==> config.mk <==
export PLATFORM = sky130hd
export DESIGN_NAME = mdio_master
export DESIGN_NICKNAME = d
export VERILOG_FILES = /design/src/rtl/mdio_master_pkg.sv /design/src/rtl/mdio_mdc_gen.sv /design/src/rtl/mdio_seq.sv /design/src/rtl/mdio_rx.sv /design/src/rtl/mdio_master.sv
export SDC_FILE = /design/constraint.sdc
export NUM_CORES = 1
export LEC_CHECK = 0
export ABC_AREA = 0
export BUFFER_PORTS_ARGS = -buffer_cell sky130_fd_sc_hd__buf_2
export CAP_MARGIN = 15
export CORE_MARGIN = 10
export CORE_UTILIZATION = 58
export CTS_CLUSTER_DIAMETER = 30
export DETAILED_ROUTE_END_ITERATION = 6
export GPL_ROUTABILITY_DRIVEN = 0
export PLACE_DENSITY = 0.76
export SYNTH_ARGS = -nofsm -noshare
export SYNTH_HDL_FRONTEND = slang
export SYNTH_SLANG_ARGS = --single-unit
==> constraint.sdc <==
create_clock -name clk -period 2.65 [get_ports clk]
set_clock_uncertainty 0.2 [all_clocks]
set_input_delay 0.3975 -clock clk [delete_from_list [all_inputs] [get_ports clk]]
set_output_delay 0.3975 -clock clk [all_outputs]
set_load 0.02 [all_outputs]
==> src/rtl/mdio_master_pkg.sv <==
package mdio_master_pkg;
    localparam logic [1:0] SOF_PAT  = 2'b01;
    localparam logic [1:0] OP_READ  = 2'b10;
    localparam logic [1:0] OP_WRITE = 2'b01;
    localparam logic [1:0] TA_DRIVE = 2'b10;
endpackage

==> src/rtl/mdio_mdc_gen.sv <==
module mdio_mdc_gen #(
    parameter int HALF_DIV = 4
) (
    input  logic clk,
    input  logic rst_n,
    input  logic run,
    output logic mdc,
    output logic rise,
    output logic fall
);
    localparam int CNT_W = (HALF_DIV > 1) ? $clog2(HALF_DIV) : 1;
    localparam logic [CNT_W-1:0] WRAP = CNT_W'(HALF_DIV - 1);

    typedef struct packed {
        logic [CNT_W-1:0] cnt;
        logic             mdc;
    } gen_t;

    gen_t gen_d, gen_q;
    logic edge_now;

    assign edge_now = run && (gen_q.cnt == WRAP);
    assign rise     = edge_now && !gen_q.mdc;
    assign fall     = edge_now && gen_q.mdc;
    assign mdc      = gen_q.mdc;

    always_comb begin
        gen_d = gen_q;
        if (!run) begin
            gen_d = '0;
        end else if (edge_now) begin
            gen_d.cnt = '0;
            gen_d.mdc = !gen_q.mdc;
        end else begin
            gen_d.cnt = gen_q.cnt + 1'b1;
        end
    end

    always_ff @(posedge clk) begin
        if (!rst_n) gen_q <= '0;
        else        gen_q <= gen_d;
    end

    // the clock level holds between divider wraps
    a_r2_mdc_hold: assert property (@(posedge clk) disable iff (!rst_n)
        run && (gen_q.cnt != WRAP) |=> $stable(mdc));
    // idle clock is parked low
    a_r2_idle_low: assert property (@(posedge clk) disable iff (!rst_n)
        !run |=> !mdc);
endmodule

==> src/rtl/mdio_seq.sv <==
module mdio_seq
    import mdio_master_pkg::*;
#(
    parameter int PRE_LEN = 32,
    parameter int PHY_AW  = 5,
    parameter int REG_AW  = 5,
    parameter int DATA_W  = 16
) (
    input  logic                                         clk,
    input  logic                                         rst_n,
    input  logic                                         start,
    input  logic                                         rd_req,
    input  logic [PHY_AW-1:0]                            phy_addr,
    input  logic [REG_AW-1:0]                            reg_addr,
    input  logic [DATA_W-1:0]                            wr_data,
    input  logic                                         fall,
    output logic                                         busy,
    output logic                                         rd_mode,
    output logic [$clog2(PRE_LEN+6+PHY_AW+REG_AW+DATA_W)-1:0] bit_idx,
    output logic                                         accept,
    output logic                                         finish,
    output logic                                         mdio_o,
    output logic                                         mdio_oe,
    output logic                                         done
);
    localparam int TA_POS    = PRE_LEN + 4 + PHY_AW + REG_AW;
    localparam int FRAME_LEN = TA_POS + 2 + DATA_W;
    localparam int IDX_W     = $clog2(FRAME_LEN);
    localparam logic [IDX_W-1:0] LAST_IDX    = IDX_W'(FRAME_LEN - 1);
    localparam logic [IDX_W-1:0] PRE_TA_IDX  = IDX_W'(TA_POS - 1);
    localparam logic [IDX_W-1:0] TA_IDX      = IDX_W'(TA_POS);

    typedef struct packed {
        logic                 busy;
        logic                 rd;
        logic [IDX_W-1:0]     idx;
        logic [FRAME_LEN-1:0] frame;
        logic                 oe;
        logic                 dout;
        logic                 done;
    } seq_t;

    seq_t seq_d, seq_q;

    assign accept = start && !seq_q.busy;
    assign finish = seq_q.busy && fall && (seq_q.idx == LAST_IDX);

    always_comb begin
        seq_d      = seq_q;
        seq_d.done = 1'b0;
        if (accept) begin
            seq_d.busy  = 1'b1;
            seq_d.rd    = rd_req;
            seq_d.idx   = '0;
            seq_d.frame = {{PRE_LEN{1'b1}}, SOF_PAT,
                           rd_req ? OP_READ : OP_WRITE,
                           phy_addr, reg_addr,
                           rd_req ? 2'b00 : TA_DRIVE,
                           rd_req ? DATA_W'(0) : wr_data};
            seq_d.oe    = 1'b1;
            seq_d.dout  = seq_d.frame[FRAME_LEN-1];
        end else if (finish) begin
            seq_d.busy = 1'b0;
            seq_d.oe   = 1'b0;
            seq_d.dout = 1'b0;
            seq_d.done = 1'b1;
        end else if (seq_q.busy && fall) begin
            seq_d.idx   = seq_q.idx + 1'b1;
            seq_d.frame = {seq_q.frame[FRAME_LEN-2:0], 1'b0};
            seq_d.dout  = seq_d.frame[FRAME_LEN-1];
            seq_d.oe    = !seq_q.rd || (seq_q.idx < PRE_TA_IDX);
        end
    end

    always_ff @(posedge clk) begin
        if (!rst_n) seq_q <= '0;
        else        seq_q <= seq_d;
    end

    assign busy    = seq_q.busy;
    assign rd_mode = seq_q.rd;
    assign bit_idx = seq_q.idx;
    assign mdio_o  = seq_q.dout;
    assign mdio_oe = seq_q.oe;
    assign done    = seq_q.done;

    // a read never drives from turnaround onward
    a_r6_read_released: assert property (@(posedge clk) disable iff (!rst_n)
        seq_q.busy && seq_q.rd && (seq_q.idx >= TA_IDX) |-> !seq_q.oe);
    // a write drives every bit
    a_r5_write_driven: assert property (@(posedge clk) disable iff (!rst_n)
        seq_q.busy && !seq_q.rd |-> seq_q.oe);
    // completion is a single-cycle pulse
    a_r10_done_pulse: assert property (@(posedge clk) disable iff (!rst_n)
        seq_q.done |=> !seq_q.done);
    // a frame in flight is untouched between falling edges
    a_r11_busy_hold: assert property (@(posedge clk) disable iff (!rst_n)
        seq_q.busy && !fall |=> seq_q.busy && $stable(seq_q.idx) && $stable(seq_q.frame));
    // data output moves only on a falling clock edge while busy
    a_r9_out_on_fall: assert property (@(posedge clk) disable iff (!rst_n)
        seq_q.busy && !fall |=> $stable(mdio_o));
endmodule

==> src/rtl/mdio_rx.sv <==
module mdio_rx #(
    parameter int DATA_W  = 16,
    parameter int IDX_W   = 6,
    parameter int TA_LAST = 47
) (
    input  logic              clk,
    input  logic              rst_n,
    input  logic              accept,
    input  logic              finish,
    input  logic              rise,
    input  logic              rd_mode,
    input  logic [IDX_W-1:0]  bit_idx,
    input  logic              mdio_i,
    output logic [DATA_W-1:0] rd_data,
    output logic              no_resp
);
    localparam logic [IDX_W-1:0] TA2_IDX = IDX_W'(TA_LAST);

    typedef struct packed {
        logic [DATA_W-1:0] sh;
        logic              ta_hi;
        logic [DATA_W-1:0] rdata;
        logic              nresp;
    } rx_t;

    rx_t rx_d, rx_q;

    always_comb begin
        rx_d = rx_q;
        if (accept) begin
            rx_d.nresp = 1'b0;
            rx_d.ta_hi = 1'b0;
        end
        if (rise && rd_mode) begin
            if (bit_idx == TA2_IDX)     rx_d.ta_hi = mdio_i;
            else if (bit_idx > TA2_IDX) rx_d.sh    = {rx_q.sh[DATA_W-2:0], mdio_i};
        end
        if (finish && rd_mode) begin
            rx_d.rdata = rx_q.sh;
            rx_d.nresp = rx_q.ta_hi;
        end
    end

    always_ff @(posedge clk) begin
        if (!rst_n) rx_q <= '0;
        else        rx_q <= rx_d;
    end

    assign rd_data = rx_q.rdata;
    assign no_resp = rx_q.nresp;

    // the error flag only appears with the end of a read
    a_r8_flag_on_finish: assert property (@(posedge clk) disable iff (!rst_n)
        $rose(rx_q.nresp) |-> $past(finish && rd_mode));
    // read result is held between read completions
    a_r7_data_hold: assert property (@(posedge clk) disable iff (!rst_n)
        !(finish && rd_mode) |=> $stable(rx_q.rdata));
endmodule

==> src/rtl/mdio_master.sv <==
module mdio_master #(
    parameter int PRE_LEN  = 32,
    parameter int PHY_AW   = 5,
    parameter int REG_AW   = 5,
    parameter int DATA_W   = 16,
    parameter int HALF_DIV = 4
) (
    input  logic              clk,
    input  logic              rst_n,
    input  logic              start,
    input  logic              rd_req,
    input  logic [PHY_AW-1:0] phy_addr,
    input  logic [REG_AW-1:0] reg_addr,
    input  logic [DATA_W-1:0] wr_data,
    input  logic              mdio_i,
    output logic              mdc,
    output logic              mdio_o,
    output logic              mdio_oe,
    output logic              busy,
    output logic              done,
    output logic [DATA_W-1:0] rd_data,
    output logic              no_resp
);
    localparam int TA_POS    = PRE_LEN + 4 + PHY_AW + REG_AW;
    localparam int FRAME_LEN = TA_POS + 2 + DATA_W;
    localparam int IDX_W     = $clog2(FRAME_LEN);

    logic             rise, fall, accept, finish, rd_mode;
    logic [IDX_W-1:0] bit_idx;

    mdio_mdc_gen #(.HALF_DIV(HALF_DIV)) u_gen (
        .clk  (clk),
        .rst_n(rst_n),
        .run  (busy),
        .mdc  (mdc),
        .rise (rise),
        .fall (fall)
    );

    mdio_seq #(
        .PRE_LEN(PRE_LEN), .PHY_AW(PHY_AW), .REG_AW(REG_AW), .DATA_W(DATA_W)
    ) u_seq (
        .clk     (clk),
        .rst_n   (rst_n),
        .start   (start),
        .rd_req  (rd_req),
        .phy_addr(phy_addr),
        .reg_addr(reg_addr),
        .wr_data (wr_data),
        .fall    (fall),
        .busy    (busy),
        .rd_mode (rd_mode),
        .bit_idx (bit_idx),
        .accept  (accept),
        .finish  (finish),
        .mdio_o  (mdio_o),
        .mdio_oe (mdio_oe),
        .done    (done)
    );

    mdio_rx #(.DATA_W(DATA_W), .IDX_W(IDX_W), .TA_LAST(TA_POS + 1)) u_rx (
        .clk    (clk),
        .rst_n  (rst_n),
        .accept (accept),
        .finish (finish),
        .rise   (rise),
        .rd_mode(rd_mode),
        .bit_idx(bit_idx),
        .mdio_i (mdio_i),
        .rd_data(rd_data),
        .no_resp(no_resp)
    );

    // idle after reset
    a_r1_idle_after_reset: assert property (@(posedge clk)
        !rst_n |=> !busy && !done && !mdio_oe && !mdc);
    // the line is released when done pulses
    a_r10_release_on_done: assert property (@(posedge clk) disable iff (!rst_n)
        done |-> !mdio_oe && !busy);
endmodule

### After elaboration in Yosys (flattened, before gate mapping)

Cells that the tools add are included.

| word-level totals | value |
|---|---|
| register bits after elaboration | 111 |
| bits of input ports | 31 |
| output and inout port bits | 22 |
| logic and storage cells | 63 |

| cells by class | value |
|---|---|
| $add $sub $neg | 2 |
| order comparisons | 2 |
| eq/ne operators | 4 |
| multiplexer cells | 15 |
| bitwise gates (word level) | 4 |
| reductions and logical operators | 22 |

Operators with widths:

| kind | number |
|---|---|
| two-way mux 65 bit | 2 |
| two-way mux 63 bit | 1 |
| two-way mux 16 bit | 1 |
| == test 6 bit, second input constant | 2 |
| logical AND 1 bit | 8 |
| two-way mux 1 bit | 8 |
| adder 6 x 1 -> 6 bit, second input constant | 1 |
| > comparator 6 bit, second input constant | 1 |
| less-than comparator 6 bit, second input constant | 1 |
| two-way mux 2 bit | 3 |
| AND reduction 2 bit | 3 |
| nonzero test 2 bit | 3 |
| NOT 1 bit | 4 |
| zero test 1 bit | 3 |
| AND reduction 3 bit | 1 |
| nonzero test 3 bit | 1 |
| OR reduction 3 bit | 1 |
| adder 2 x 1 -> 2 bit, second input constant | 1 |
| == test 2 bit, second input constant | 1 |
| inequality test 2 bit, second input constant | 1 |
| OR reduction 2 bit | 1 |
| logical OR 1 bit | 1 |

### Depth between registers and ports, before layout

| logic depth | value |
|---|---|
| depth in word-level cells | 7 |
| gate-level depth with buffers | 8 |
| mapped depth without buffers | 6 |

### Modules after synthesis

From an unflattened synthesis, not the netlist that was laid out.

| second synthesis, totals | value |
|---|---|
| cell total of the unflattened synthesis | 540 |
| area total of the unflattened synthesis | 4775.8 sq um |

By module, submodules not included:

| module | times used | cells an instance | area each (sq um) | seq. area each (sq um) |
|---|---|---|---|---|
| mdio_seq | 1 | 360 | 3230.6 | 1481.4 |
| mdio_rx | 1 | 168 | 1428.9 | 680.7 |
| mdio_mdc_gen | 1 | 12 | 116.4 | 60.1 |

### Worst setup path before layout

Ideal clock, no wire load.

| timing | value |
|---|---|
| path type | register to register |
| start | register u_seq.seq_q, in the netlist u_seq.bit_idx[0] |
| end | register u_seq.seq_q[57] in the netlist's numbering |
| library setup time | 0.141 ns |
| arrival time | 1.512 ns |
| required time | 2.309 ns |
| slack | 0.797 ns |
| cell stages (with the launch flop) | 9 |
| buffers on the path | 3 |
| period minus slack after synthesis | 1.853 ns |
| cells stage by stage | dfxtp_1 -> ha_1 -> and3_1 -> buf_4 -> a21o_4 -> buf_6 -> buf_6 -> nor2_1 -> nor3_2 |

| between the ends | value |
|---|---|
| longest elaborated chain between the ends | 4 |

RTL lines:

| item | line | text |
|---|---|---|
| start, declared | mdio_seq.sv:43 | `seq_t seq_d, seq_q;` |
| start signal, assigned | mdio_seq.sv:77 | `else seq_q <= seq_d;` |
| == test 6 bit | mdio_seq.sv:46 | `assign finish = seq_q.busy && fall && (seq_q.idx == LAST_IDX);` |
| logical AND 1 bit | mdio_seq.sv:46 |  |
| inequality test 2 bit (no source line) | - |  |
| AND reduction 2 bit (no source line) | - |  |

Every way passes these cells.
A chain may end at the register's enable or synchronous reset.

### Worst setup path after layout

| timing | value |
|---|---|
| start | register u_seq.seq_q, in the netlist u_seq.bit_idx[0] |
| end | register u_seq.seq_q[15] in the netlist's numbering |

Same word-level chain as after synthesis.

==> results.sh <==
export IMPL_status="finished clean"
export IMPL_grt_setup_unrepaired="false"
export IMPL_yosysTopAreaCell="dfxtp_1"
export IMPL_yosys_area_top_type_share=0.4767
export IMPL_muxShareOfSynthArea=0
export IMPL_clk_path_buf_depth=2
export IMPL_reg2reg_depth=5
export IMPL_cp_required_ns=2.72
export IMPL_insertion_delay_ns=0.37
export IMPL_yosys_warnings=0
export IMPL_grt_pass1_wl_mm=14.97
export IMPL_fin_util=0.6379
export IMPL_dieArea_um2=12020
export IMPL_fmax_ghz=0.4173
export IMPL_fin_tns_setup_ns=0
export IMPL_yosys_area_share_simple=0.2432
export IMPL_hp_class="input port to register"
export IMPL_synth_adder_area_share=0.008052
export IMPL_slew_viol_final=0
export IMPL_via_count=3527
export IMPL_cts_made_buffers=9
export IMPL_firstDrtPassIters=4
export IMPL_synth_top_family_by_area="simple AND/OR/NAND/NOR gates"
export IMPL_netlist_instances=517
export IMPL_r2r_slack_ns=0.25
export IMPL_synthXorXnorAreaFrac=0.007515
export IMPL_core_area_um2=7767
export IMPL_drt_vias_per_instance=5.598
export IMPL_route_detailed_drc=0
export IMPL_hold_viol=0
export IMPL_grt_usage=0.1477
export IMPL_final_layout_size_suffix_gt1_frac=0.2083
export IMPL_cp_end_kind="register"
export IMPL_min_delay_start="mdio_i"
export IMPL_area_growth_pct=6.280
export IMPL_h_tree_depth=3
export IMPL_synth_top_cells_by_area="dfxtp_1 (48%), nor3_2 (6.0%), nand3_1 (4.5%)"
export IMPL_setup_violations_final=0
export IMPL_place_inst=614
export IMPL_syn_avg_cell_area_um2=9.017
export IMPL_fill_cells=673
export IMPL_wl_mm=8.716
export IMPL_antenna_cells=0
export IMPL_clk_pin_slew_worst_paths_ns=0.11
export IMPL_grt_overflow=0
export IMPL_timing_rr_start="u_seq.bit_idx[0]"
export IMPL_cts_root_buf="clkbuf_8"
export IMPL_r2r_end="u_seq.seq_q[15]"
export IMPL_ys_types=41
export IMPL_die_w_um=109.7
export IMPL_leakagePower_nw=2.058
export IMPL_drtIter0Drc=240
export IMPL_path_cells="ha_1, and3_1, a21o_4, nand2_2, o211a_1"
export IMPL_row_count=32
export IMPL_slew_limit_headroom=0.4366
export IMPL_critPathCapture="u_seq.seq_q[15]"
export IMPL_synth_compound_area_frac=0.1763
export IMPL_period_minus_slack_ns=2.396
export IMPL_final_nets=557
export IMPL_antenna_found_initial=0
export IMPL_synth_ff_latch_count=111
export IMPL_grt_pass1_vias=3392
export IMPL_post_cts_buffers=0
export IMPL_seq_area_frac_synth=0.4767
export IMPL_syn_area_um2=4662
export IMPL_synth_fp_nets=551
export IMPL_ant_nets=0
export IMPL_routedWlPerCell_um=13.83
export IMPL_vdd_drop_max_mv=0.2760
export IMPL_finalCritPeriodShare=0.9043
export IMPL_critPathMaxFanout=29
export IMPL_crit_path_start="u_seq.bit_idx[0]"
export IMPL_arrival_ns=2.46
export IMPL_dp_hpwl_mm=5.686
export IMPL_cap_violations=0
export IMPL_final_cells=630
export IMPL_cts_resized_gates=0
export IMPL_holdBufCountCts=0
export IMPL_power_density_nw_per_um2=613.9
export IMPL_grt_start_max_net_pins=71
export IMPL_crit_path_start_kind="register"
export IMPL_io_pins=53
export IMPL_critPathSlowestCell="dfxtp_1"
export IMPL_cts_sinks=111
export IMPL_start_util=0.6002
export IMPL_crit_path_max_incr_delay_ns=0.42
export IMPL_crit_type="register to register"
export IMPL_cts_tree="yes"
export IMPL_die_h_um=109.7
export IMPL_port_buffers=52
export IMPL_tightestPinTransition_ns=0.8439
==> stage by stage <==
stage / setup slack [ns] / area [µm²] / hold WS (ns) / total power, W
floorplan: 0.7975 / 4662 / 0.2043 / 0.002023
CTS: 0.2362 / 4955 / 0.07130 / 0.003067
global route: 0.08075 / 4955 / 0.1015 / 0.003173
detailed placement: 0.2569 / 4758 / 0.2227 / 0.002094
finish: 0.2537 / 4955 / 0.07281 / 0.003042
global placement: 0.3464 / 4758 / 0.2134 / 0.002082
==> state kept, by name, summed over array words and instances (netlist names) <==
signal and flops:
u_gen.gen_q 2, u_gen.mdc 1, u_rx.rx_q 17, u_seq.mdio_oe 1, u_seq.mdio_o 1, u_seq.busy 1
u_rx.rd_data 16, u_seq.seq_q 63, u_rx.no_resp 1, u_seq.done 1, u_seq.rd_mode 1, u_seq.bit_idx 6
==> power by group <==
group	leakage, nW	internal, W	total [W]	switching (W)
combinational	1.05	0.000120	0.000266	0.000147
clock	0.0970	0.000372	0.000986	0.000615
sequential	0.910	0.00175	0.00179	0.0000428
total	2.06	0.00224	0.00304	0.000804
==> cells in the mapped netlist, drive strengths merged <==
cell type / count
nor4: 1
o221a: 10
a211oi: 2
o31ai: 1
ha: 3
nor2b: 1
a21o: 1
inv: 6
nor2: 52
a21oi: 26
a31oi: 3
nand3: 43
a21boi: 2
dfxtp: 111
o21ai: 37
nand2: 29
o22ai: 15
and4: 1
nor3: 69
nand4b: 1
clkbuf: 17
nand2b: 1
and2: 1
o21a: 10
nor3b: 2
and3: 3
xnor2: 4
buf: 46
o211a: 15
nand4: 4
==> cell type report <==
cell class	count	area (µm²)	share of cell area
clock buffers	9	123.9	0.02500
clock inverters	7	72.57	0.01465
inverters	6	22.52	0.004545
multi-input cells	337	2043	0.4124
flip-flops and latches	111	2222	0.4485
well taps	102	127.6	0.02576
repair buffers	58	342.8	0.06919
==> placed cells by master (no fill, tap or decap), types with 2 or more instances in the layout <==
cell	netlist	routed
a31oi_1	3	3
nand3_1	42	42
a211oi_1	2	2
o21a_1	10	10
a21oi_1	25	25
o22ai_1	15	15
nand2_1	28	28
nor3_2	28	28
o221a_1	10	10
xnor2_1	4	4
and3_1	3	3
dfxtp_1	111	111
nor3_1	41	41
buf_2	14	52
ha_1	3	3
o21ai_0	31	31
buf_4	20	3
inv_6	0	2
inv_1	5	5
inv_8	0	2
a21boi_1	2	2
o211a_1	15	15
nand4_1	3	3
clkbuf_8	0	9
buf_12	0	3
nor2_1	52	52
o21ai_1	6	6
==> layer usage <==
metal,part of all wire,GRT usage
met5,0,0
met4,0.014,0.04833
met3,0.052,0.03101
met2,0.46,0.2500
met1,0.47,0.1833
==> logic make-up (layout without fill, tap and decap cells) <==
family / after synthesis / after routing
AO/OA/AOI/OAI: 122 / 122
XOR/XNOR: 4 / 4
adder cells (fa/ha/maj): 3 / 3
buffers and inverters: 69 / 80
flip-flops: 111 / 111
AND/OR/NAND/NOR: 208 / 208
==> how the worst min path moves through the flow <==
stage	end	slack [ns]	depth (start not counted)
global placement	u_gen.gen_q[1]	0.21	1
floorplan	u_gen.gen_q[1]	0.20	1
detailed placement	u_gen.gen_q[1]	0.22	1
global route	u_seq.seq_q[3]	0.10	3
CTS	u_rx.rx_q[17]	0.07	3
finish	u_rx.rx_q[17]	0.07	3
==> worst max-delay path, delay by kind of cell (launching register included) <==
family,cells,cell delay (ns)
AO/OA/AOI/OAI,2,0.69
adder cells (fa/ha/maj),1,0.26
flip-flops,1,0.42
AND/OR/NAND/NOR,2,0.73
Power figures use the tool's default switching activity.
